--- config.mk ---
export PLATFORM = sky130hd
export DESIGN_NAME = rdma_engine
export DESIGN_NICKNAME = d
export VERILOG_FILES = /design/src/rtl/rdma_pkg.sv /design/src/rtl/rdma_hostregs.sv /design/src/rtl/rdma_stepper.sv /design/src/rtl/rdma_lanes.sv /design/src/rtl/rdma_engine.sv
export SDC_FILE = /design/constraint.sdc
export NUM_CORES = 1
export LEC_CHECK = 0
export ABC_CLOCK_PERIOD_IN_PS = 5890
export BUFFER_PORTS_ARGS = -buffer_cell sky130_fd_sc_hd__buf_2
export CAP_MARGIN = 20
export CORE_ASPECT_RATIO = 1.2
export CORE_MARGIN = 8
export CORE_UTILIZATION = 40
export DETAILED_ROUTE_END_ITERATION = 10
export PLACE_DENSITY = 0.64
export SLEW_MARGIN = 0
export SYNTH_ARGS = -nofsm -noshare
export SYNTH_HDL_FRONTEND = slang
export SYNTH_SLANG_ARGS = --single-unit
--- constraint.sdc ---
create_clock -name clk -period 5.89 [get_ports clk]
set_input_delay 0.8835 -clock clk [delete_from_list [all_inputs] [get_ports clk]]
set_output_delay 0.8835 -clock clk [all_outputs]
set_load 0.02 [all_outputs]
--- src/rtl/rdma_pkg.sv ---
package rdma_pkg;
   typedef enum logic [2:0] {
      ST_IDLE,
      ST_FETCH,
      ST_WAIT,
      ST_READY,
      ST_WRITE
   } rdma_state_e;

   localparam logic [2:0] CMD_READ  = 3'b001;
   localparam logic [2:0] CMD_WRITE = 3'b010;

   function automatic logic [15:0] swap16(input logic [15:0] w);
      return {w[7:0], w[15:8]};
   endfunction
endpackage

--- src/rtl/rdma_hostregs.sv ---
module rdma_hostregs #(
   parameter int ADDR_W = 16,
   parameter int CNT_W  = 16
) (
   input  logic              clk,
   input  logic              rst_n,
   input  logic              cfg_we,
   input  logic [1:0]        cfg_sel,
   input  logic [7:0]        cfg_wdata,
   output logic [ADDR_W-1:0] start_addr,
   output logic [CNT_W-1:0]  byte_count
);
   logic [ADDR_W-1:0] start_q;
   logic [CNT_W-1:0]  count_q;

   always_ff @(posedge clk or negedge rst_n) begin
      if (!rst_n) begin
         start_q <= '0;
         count_q <= '0;
      end else if (cfg_we) begin
         case (cfg_sel)
            2'd0:    start_q[7:0]        <= cfg_wdata;
            2'd1:    start_q[ADDR_W-1:8] <= cfg_wdata[ADDR_W-9:0];
            2'd2:    count_q[7:0]        <= cfg_wdata;
            default: count_q[CNT_W-1:8]  <= cfg_wdata[CNT_W-9:0];
         endcase
      end
   end

   assign start_addr = start_q;
   assign byte_count = count_q;
endmodule

--- src/rtl/rdma_stepper.sv ---
module rdma_stepper #(
   parameter int ADDR_W  = 16,
   parameter int CNT_W   = 16,
   parameter int PAGE_W  = 8,
   parameter bit WRAP_EN = 1'b1
) (
   input  logic [ADDR_W-1:0] addr,
   input  logic [CNT_W-1:0]  cnt,
   input  logic              wide,
   input  logic [PAGE_W-1:0] ring_start,
   input  logic [PAGE_W-1:0] ring_stop,
   output logic [ADDR_W-1:0] addr_nxt,
   output logic [CNT_W-1:0]  cnt_nxt,
   output logic              last
);
   localparam int OFF_W = ADDR_W - PAGE_W;

   logic [ADDR_W-1:0] stride_a;
   logic [CNT_W-1:0]  stride_c;
   logic [ADDR_W-1:0] sum;

   assign stride_a = wide ? ADDR_W'(2) : ADDR_W'(1);
   assign stride_c = wide ? CNT_W'(2) : CNT_W'(1);
   assign sum      = addr + stride_a;

   generate
      if (WRAP_EN) begin : g_wrap
         assign addr_nxt = (sum[ADDR_W-1:OFF_W] == ring_stop)
                           ? {ring_start, sum[OFF_W-1:0]} : sum;
      end else begin : g_flat
         assign addr_nxt = sum;
      end
   endgenerate

   // saturating: an odd remainder in word mode ends the command
   assign last    = (cnt <= stride_c);
   assign cnt_nxt = last ? '0 : cnt - stride_c;
endmodule

--- src/rtl/rdma_lanes.sv ---
module rdma_lanes #(
   parameter bit SWAP_EN = 1'b1
) (
   input  logic        wide,
   input  logic        swap,
   input  logic [15:0] wr_word,
   input  logic [15:0] rd_word,
   output logic [15:0] mem_word,
   output logic [15:0] host_word
);
   import rdma_pkg::*;

   logic [15:0] wr_ord;
   logic [15:0] rd_ord;

   generate
      if (SWAP_EN) begin : g_swap
         assign wr_ord = swap ? swap16(wr_word) : wr_word;
         assign rd_ord = swap ? swap16(rd_word) : rd_word;
      end else begin : g_noswap
         assign wr_ord = wr_word;
         assign rd_ord = rd_word;
      end
   endgenerate

   assign mem_word  = wide ? wr_ord : {8'h00, wr_word[7:0]};
   assign host_word = wide ? rd_ord : {8'h00, rd_word[7:0]};
endmodule

--- src/rtl/rdma_engine.sv ---
module rdma_engine #(
   parameter int ADDR_W  = 16,
   parameter int CNT_W   = 16,
   parameter int PAGE_W  = 8,
   parameter bit WRAP_EN = 1'b1,
   parameter bit SWAP_EN = 1'b1
) (
   input  logic              clk,
   input  logic              rst_n,
   input  logic              cfg_we,
   input  logic [1:0]        cfg_sel,
   input  logic [7:0]        cfg_wdata,
   input  logic              cmd_valid,
   input  logic [2:0]        cmd,
   input  logic              word_mode,
   input  logic              swap_bytes,
   input  logic [PAGE_W-1:0] ring_start,
   input  logic [PAGE_W-1:0] ring_stop,
   input  logic              host_rd,
   input  logic              host_wr,
   input  logic [15:0]       host_wdata,
   output logic [15:0]       host_rdata,
   output logic              port_ready,
   output logic              mem_req,
   output logic              mem_we,
   output logic              mem_wide,
   output logic [ADDR_W-1:0] mem_addr,
   output logic [15:0]       mem_wdata,
   input  logic [15:0]       mem_rdata,
   output logic [ADDR_W-1:0] cur_addr,
   output logic              busy,
   output logic              done
);
   import rdma_pkg::*;

   generate
      if (ADDR_W < 9 || ADDR_W > 16) begin : g_bad_addr
         $error("rdma_engine: ADDR_W must lie in 9..16");
      end
      if (CNT_W < 9 || CNT_W > 16) begin : g_bad_cnt
         $error("rdma_engine: CNT_W must lie in 9..16");
      end
      if (PAGE_W < 1 || PAGE_W >= ADDR_W) begin : g_bad_page
         $error("rdma_engine: PAGE_W must be below ADDR_W");
      end
   endgenerate

   rdma_state_e       state_q;
   logic [ADDR_W-1:0] addr_q, start_addr, addr_nxt;
   logic [CNT_W-1:0]  cnt_q, byte_count, cnt_nxt;
   logic              wide_q, swap_q, done_q, last;
   logic [15:0]       hold_q;
   logic              abort, go_read, go_write;

   rdma_hostregs #(.ADDR_W(ADDR_W), .CNT_W(CNT_W)) u_regs (
      .clk(clk), .rst_n(rst_n), .cfg_we(cfg_we), .cfg_sel(cfg_sel),
      .cfg_wdata(cfg_wdata), .start_addr(start_addr), .byte_count(byte_count)
   );

   rdma_stepper #(.ADDR_W(ADDR_W), .CNT_W(CNT_W), .PAGE_W(PAGE_W),
                  .WRAP_EN(WRAP_EN)) u_step (
      .addr(addr_q), .cnt(cnt_q), .wide(wide_q), .ring_start(ring_start),
      .ring_stop(ring_stop), .addr_nxt(addr_nxt), .cnt_nxt(cnt_nxt), .last(last)
   );

   rdma_lanes #(.SWAP_EN(SWAP_EN)) u_lanes (
      .wide(wide_q), .swap(swap_q), .wr_word(host_wdata), .rd_word(hold_q),
      .mem_word(mem_wdata), .host_word(host_rdata)
   );

   assign abort    = cmd_valid && cmd[2];
   assign go_read  = cmd_valid && (cmd == CMD_READ);
   assign go_write = cmd_valid && (cmd == CMD_WRITE);

   always_ff @(posedge clk or negedge rst_n) begin
      if (!rst_n) begin
         state_q <= ST_IDLE;
         addr_q  <= '0;
         cnt_q   <= '0;
         wide_q  <= 1'b0;
         swap_q  <= 1'b0;
         hold_q  <= '0;
         done_q  <= 1'b0;
      end else begin
         done_q <= 1'b0;
         if (abort) begin
            state_q <= ST_IDLE;
         end else begin
            case (state_q)
               ST_IDLE: begin
                  if (go_read || go_write) begin
                     addr_q <= start_addr;
                     cnt_q  <= byte_count;
                     wide_q <= word_mode;
                     swap_q <= swap_bytes;
                     if (byte_count == '0)
                        done_q <= 1'b1;
                     else
                        state_q <= go_read ? ST_FETCH : ST_WRITE;
                  end
               end
               ST_FETCH: state_q <= ST_WAIT;
               ST_WAIT: begin
                  hold_q  <= mem_rdata;
                  state_q <= ST_READY;
               end
               ST_READY: begin
                  if (host_rd) begin
                     addr_q <= addr_nxt;
                     cnt_q  <= cnt_nxt;
                     if (last) begin
                        state_q <= ST_IDLE;
                        done_q  <= 1'b1;
                     end else begin
                        state_q <= ST_FETCH;
                     end
                  end
               end
               ST_WRITE: begin
                  if (host_wr) begin
                     addr_q <= addr_nxt;
                     cnt_q  <= cnt_nxt;
                     if (last) begin
                        state_q <= ST_IDLE;
                        done_q  <= 1'b1;
                     end
                  end
               end
               default: state_q <= ST_IDLE;
            endcase
         end
      end
   end

   assign busy       = (state_q != ST_IDLE);
   assign done       = done_q;
   assign port_ready = (state_q == ST_READY);
   assign cur_addr   = addr_q;
   assign mem_addr   = addr_q;
   assign mem_wide   = wide_q;
   assign mem_we     = (state_q == ST_WRITE);
   assign mem_req    = (state_q == ST_FETCH) || ((state_q == ST_WRITE) && host_wr);


   done_idle_chk: assert property (@(posedge clk) disable iff (!rst_n)
      done |-> !busy);


   abort_quiet_chk: assert property (@(posedge clk) disable iff (!rst_n)
      (cmd_valid && cmd[2]) |=> (!busy && !done));


   illegal_cmd_chk: assert property (@(posedge clk) disable iff (!rst_n)
      (!busy && cmd_valid && !cmd[2] && (cmd[1] == cmd[0])) |=> (!busy && !done));


   ready_read_chk: assert property (@(posedge clk) disable iff (!rst_n)
      port_ready |-> (busy && !mem_req));


   addr_hold_chk: assert property (@(posedge clk) disable iff (!rst_n)
      ($past(busy) && busy && !$past(host_rd || host_wr)) |-> $stable(cur_addr));


   idle_no_mem_chk: assert property (@(posedge clk) disable iff (!rst_n)
      !busy |-> !mem_req);
endmodule

# [Yosys cells after proc, flatten, opt, wreduce, memory -nomap -nowiden]
# Cells that the tools add are included.
[totals] register_bits=86 latch_bits=0 ram_bits=0 romBits=0 input_bits=69 out_inout_bits=70 mem_count=0
[op_classes] add_sub_neg=2 multipliers=0 div_mod_pow=0 n_lt_le_gt_ge=1 n_eq_ne=17 n_shift=0 mux=31 n_bitwise=2 n_reduce_logical=20
[ops] operator="$mux 16" count=12
[ops] operator="$pmux 16 s3" count=2
[ops] operator="$mux 3" count=7
[ops] operator="$add 16x16->16" count=1
[ops] operator="$le 16x16->1" count=1
[ops] operator="$logic_not 16->1" count=1
[ops] operator="$sub 16x16->16" count=1
[ops] operator="$pmux 3 s5" count=1
[ops] operator="$reduce_and 2->1" count=5
[ops] operator="$reduce_and 5->1" count=2
[ops] operator="$eq 3x2->1 const B" count=3
[ops] operator="$eq 8x8->1" count=1
[ops] operator="$mux 1" count=7
[ops] operator="$eq 3x1->1 const B" count=2
[ops] operator="$ne 2x2->1 const B" count=3
[ops] operator="$ne 3x2->1 const B" count=2
[ops] operator="$ne 3x3->1 const B" count=2
[ops] operator="$reduce_bool 3->1" count=2
[ops] operator="$logic_and 1x1->1" count=4
[ops] operator="$eq 3x3->1 const B" count=1
[ops] operator="$logic_not 3->1" count=1
[ops] operator="$ne 3x1->1 const B" count=1
[ops] operator="$pmux 1 s3" count=1
[ops] operator="$reduce_and 3->1" count=1
[ops] operator="7 further kinds" count=9

# [Longest topological paths before layout]
[depth] ltp_word=7 depth_mapped=12 depth_no_buf=10

# [Hierarchy]
# From an unflattened synthesis, not the netlist that was laid out.
[unflattened] hier_cells=475 hier_area_um2=5691.7
[by_module_without_submodules] mod="rdma_engine" n_inst=1 cells_each=204 area_per_inst_um2=2854.0 seq_area_each_um2=1351.3
[by_module_without_submodules] mod="rdma_hostregs" n_inst=1 cells_each=68 area_per_inst_um2=1212.4 seq_area_each_um2=800.8
[by_module_without_submodules] mod="rdma_stepper" n_inst=1 cells_each=150 area_per_inst_um2=1106.1 seq_area_each_um2=0.0
[by_module_without_submodules] mod="rdma_lanes" n_inst=1 cells_each=53 area_per_inst_um2=519.2 seq_area_each_um2=0.0

# [Least setup slack after synthesis]
# Ideal clock, no wire load.
[synth_timing] path_kind="register -> register" from="register wide_q (netlist: mem_wide)" to="register addr_q[10] (netlist: cur_addr[10])" setup_ns=0.127 arrival_ns=3.115 required_time_ns=5.763 path_slack_ns=2.648 path_stages_with_launch=12 cell_sequence="dfrtp_1 > clkinv_1 > clkbuf_1 > ha_1 > inv_1 > fa_1 > nand2b_1 > nor4_2 > xnor2_1 > nand4_1 > o41ai_1 > o21ai_1"
[synth_via] elab_chain_cells=6
[synth_lines] element="start: declaration" line_no="rdma_engine.sv:51" text="logic wide_q, swap_q, done_q, last;"
[synth_lines] element="start signal: assignment" line_no="rdma_engine.sv:94" text="wide_q <= word_mode;"
[synth_lines] element="$mux 2 (*)" line_no="rdma_stepper.sv:22" text="assign stride_a = wide ? ADDR_W'(2) : ADDR_W'(1);"
[synth_lines] element="$add 16x16->16 (*)" line_no="rdma_stepper.sv:24" text="assign sum = addr + stride_a;"
[synth_lines] element="$eq 8x8->1" line_no="rdma_stepper.sv:28" text="assign addr_nxt = (sum[ADDR_W-1:OFF_W] == ring_stop)"
[synth_lines] element="$mux 16 (*)" line_no="rdma_stepper.sv:29" text="? {ring_start, sum[OFF_W-1:0]} : sum;"
[synth_lines] element="$mux 16 (on tied branches)" line_no="rdma_engine.sv:120, rdma_engine.sv:108"
[synth_lines] element="$pmux 16 s3 (*)" line_no="rdma_engine.sv:89" text="case (state_q)"
[synth_lines] element="end signal: assignment" line_no="rdma_engine.sv:92" text="addr_q <= start_addr;"
[synth_lines] element="end signal: assignment" line_no="rdma_engine.sv:109" text="addr_q <= addr_nxt;"
[synth_lines] element="end signal: assignment" line_no="rdma_engine.sv:121" text="addr_q <= addr_nxt;"
[synth_lines] element="end: declaration" line_no="rdma_engine.sv:49" text="logic [ADDR_W-1:0] addr_q, start_addr, addr_nxt;"
# Every way passes the cells marked *; elsewhere a longest branch is shown, timed or not. The select of a mux whose other input is x is not followed.
# A chain may end at the register's enable or synchronous reset.

# [Worst setup path in the final report]
[layout_timing] from="register wide_q (netlist: mem_wide)" to="register addr_q[12] (netlist: cur_addr[12])"
# Same word-level chain as after synthesis.

==> results.py <==
metrics = {
    "cts": {
        "cts.path.max_buffers": 2,
        "worstSkewPairLatency_ns": 0.34,
        "cts_made_buffers": 9,
        "cts-htree-levels": 3,
        "post_cts.repair.setup_buffers": 0,
        "numClockSinks": 86,
        "root_buffer": "clkbuf_16",
        "cts_tree": "yes",
        "cts_hold_buf": 0,
        "cts_resized": 0,
        "clkSlewWorstSetupHoldPaths_ns": 0.07,
    },
    "placement": {
        "pre_cts_ws_ns": 2.40,
        "globalplace.congestion": 0.884,
        "place_inst": 789,
        "portBuffers": 138,
        "place_area_mm2": 0.00602,
        "post-dp-hpwl_um": 11400,
    },
    "route": {
        "dr.pass1.iters": 4,
        "wl_per_cell_um": 18.7,
        "antenna_left": 0,
        "dr.first_iter.drc_count": 310,
        "drt-total-wl_um": 15000,
        "vias_per_cell": 5.62,
        "vias": 4523,
        "drc": 0,
    },
    "global_routing": {
        "globalRouteOverflowTotal": 0,
        "antenna_found_initial": 0,
        "grt_pass1_wl_um": 23700,
        "track_usage_pct": 17.0,
        "grt_pass1_vias": 4691,
        "grt_max_degree": 68,
    },
    "synth": {
        "synth_cells": 521,
        "synth_edf_count": 0,
        "ys_warn_count": 0,
        "synth_ff_type": "dfrtp_1",
        "async_reset_ff_share_pct": 100,
        "synth_nets": 596,
        "syn_avg_cell_area_um2": 10.3,
        "seq_area_frac_synth_pct": 40.3,
        "ys_types": 70,
        "syn_area_mm2": 0.00534,
        "synth-seq-cells": 86,
    },
    "timing": {
        "setup_slack_ns": 2.35,
        "slew_viol_final": 0,
        "slew_headroom_pct": 38.6,
        "max_freq_mhz": 283,
        "clock_skew_ns": 0.00729,
        "tns_ns": 0,
        "period_share_pct": 60.1,
        "min_period_ns": 3.54,
        "rsz0062_at_grt": "false",
        "hold_viol_final": 0,
        "setup_viol": 0,
        "worst_pin_slew_ns": 0.921,
    },
    "final_layout": {
        "fin_area_mm2": 0.00636,
        "syn_to_final_growth_pct": 19.0,
        "final_cells": 805,
        "finalNetCount": 707,
        "final_common_cell": "buf_2",
        "n_antenna_cell": 0,
        "fillers": 1230,
        "drive_above_1_share_pct": 38.5,
        "final_cell_mix": "buf_2 (137), dfrtp_1 (86), mux2_2 (69)",
    },
    "hold_path": {
        "hp-class": "in -> async",
    },
    "pwr": {
        "ir_drop_mv": 0.286,
        "power.density_mw_per_mm2": 559,
        "p_leak_uw": 0.00284,
        "power_uw": 3560,
    },
    "die": {
        "chipHeight_um": 143,
        "ios": 139,
        "core_mm2": 0.0131,
        "die_width_um": 122,
        "start_util_pct": 40.7,
        "rows": 46,
        "die_area_mm2": 0.0173,
    },
    "critical_path": {
        "cp.required_ns": 6.11,
        "path_class": "reg -> reg",
        "arrival_ns": 3.76,
        "critPathMaxFanout": 21,
        "start_kind": "flop",
        "end_kind": "flop",
    },
    "outcome": {
        "status": "finished clean",
    },
    "flow_run": {
        "maxCapViolCount": 0,
    },
}
-- routing by layer --
metal	track usage (%)	up-vias	wire [um]
li1	-	2141	-
met5	0	-	0
met2	28.5	175	7260
met1	21.4	2190	6430
met3	3.48	17	1140
met4	5.40	0	205
-- synth_stat cells (all sizes together) (5+ instances only) --
master   count  share of area (%)
dfrtp       86                 40
nand2       31                2.4
nor2        34                2.5
mux2i       22                4.1
inv         11               0.77
or3          7               0.91
xor2         6               0.98
and2        10                1.2
a31oi       10                1.2
mux2        69                 15
o21ai       37                3.7
nor3        13                1.2
o41ai        8                1.3
nor4        10                1.3
buf         28                3.8
xnor2       12                2.1
and4         5               0.91
clkbuf      14               0.98
o2bb2ai      8                1.3
a21oi       24                2.2
nand3        7               0.66
nand4        8                1.5
-- path summary, 6_finish.rpt --
check	start	to	slack (ns)	depth (start not counted)
min in group clk	cnt_q[15]$_DFFE_PN0P_	cnt_q[15]$_DFFE_PN0P_	0.50	1
max in group asynchronous	rst_n	cur_addr[10]$_DFFE_PN0P_	4.35	2
setup / recovery	mem_wide$_DFFE_PN0P_	cur_addr[12]$_DFFE_PN0P_	2.35	10
hold reg to reg	cnt_q[15]$_DFFE_PN0P_	cnt_q[15]$_DFFE_PN0P_	0.50	1
hold / removal	rst_n	hold_q[4]$_DFFE_PN0P_	0.41	1
setup reg to reg	mem_wide$_DFFE_PN0P_	cur_addr[12]$_DFFE_PN0P_	2.35	10
-- cells by family after synthesis --
group | Yosys count | share of synthesized area [%]
multiplexers | 91 | 18.7
XOR/XNOR | 19 | 3.51
flip-flops | 86 | 40.3
adder cells (fa/ha/maj) | 6 | 1.69
buffers and inverters | 54 | 5.67
AND/OR/NAND/NOR | 148 | 15.8
AO/OA/AOI/OAI | 117 | 14.4
-- stage by stage --
step	util, %	hold slack (ns)
after floorplan	-	0.450
after CTS	48.4	0.421
after global placement	45.9	0.467
after detailed placement	45.9	0.484
final	48.4	0.412
after global routing	48.4	0.438
-- cell type report --
class / count / area, um2 / area share (%)
multi-input combinational: 381 / 2890 / 45.5
sequential: 86 / 2150 / 33.9
timing repair buffer: 142 / 723 / 11.4
clock buffer: 11 / 253 / 3.98
tap: 168 / 210 / 3.31
clock inverter: 5 / 81.3 / 1.28
inverter: 12 / 45.0 / 0.709
-- worst max-delay path, stage by stage (launching register included) --
cell and delay, ns:
dfrtp_1 0.41, clkinv_1 0.61, ha_1 0.53, inv_1 0.08, fa_1 0.19, and2b_1 0.23, and3_1 0.22, xnor3_1 0.25
nand4_1 0.33, o41ai_1 0.46, o21ai_1 0.10
-- sequential cells by signal, summed over array words and instances, names as in the netlist --
register and flops:
done 1, u_regs.byte_count 16, cnt_q 16, cur_addr 16, swap_q 1, state_q 3
u_regs.start_addr 16, hold_q 16, mem_wide 1
-- power breakdown --
group | switching [uW] | internal, uW
Combinational | 1100 | 735
Sequential | 288 | 807
Clock | 232 | 394
Total | 1620 | 1940
No activity file was read; power rests on OpenSTA's default activity.
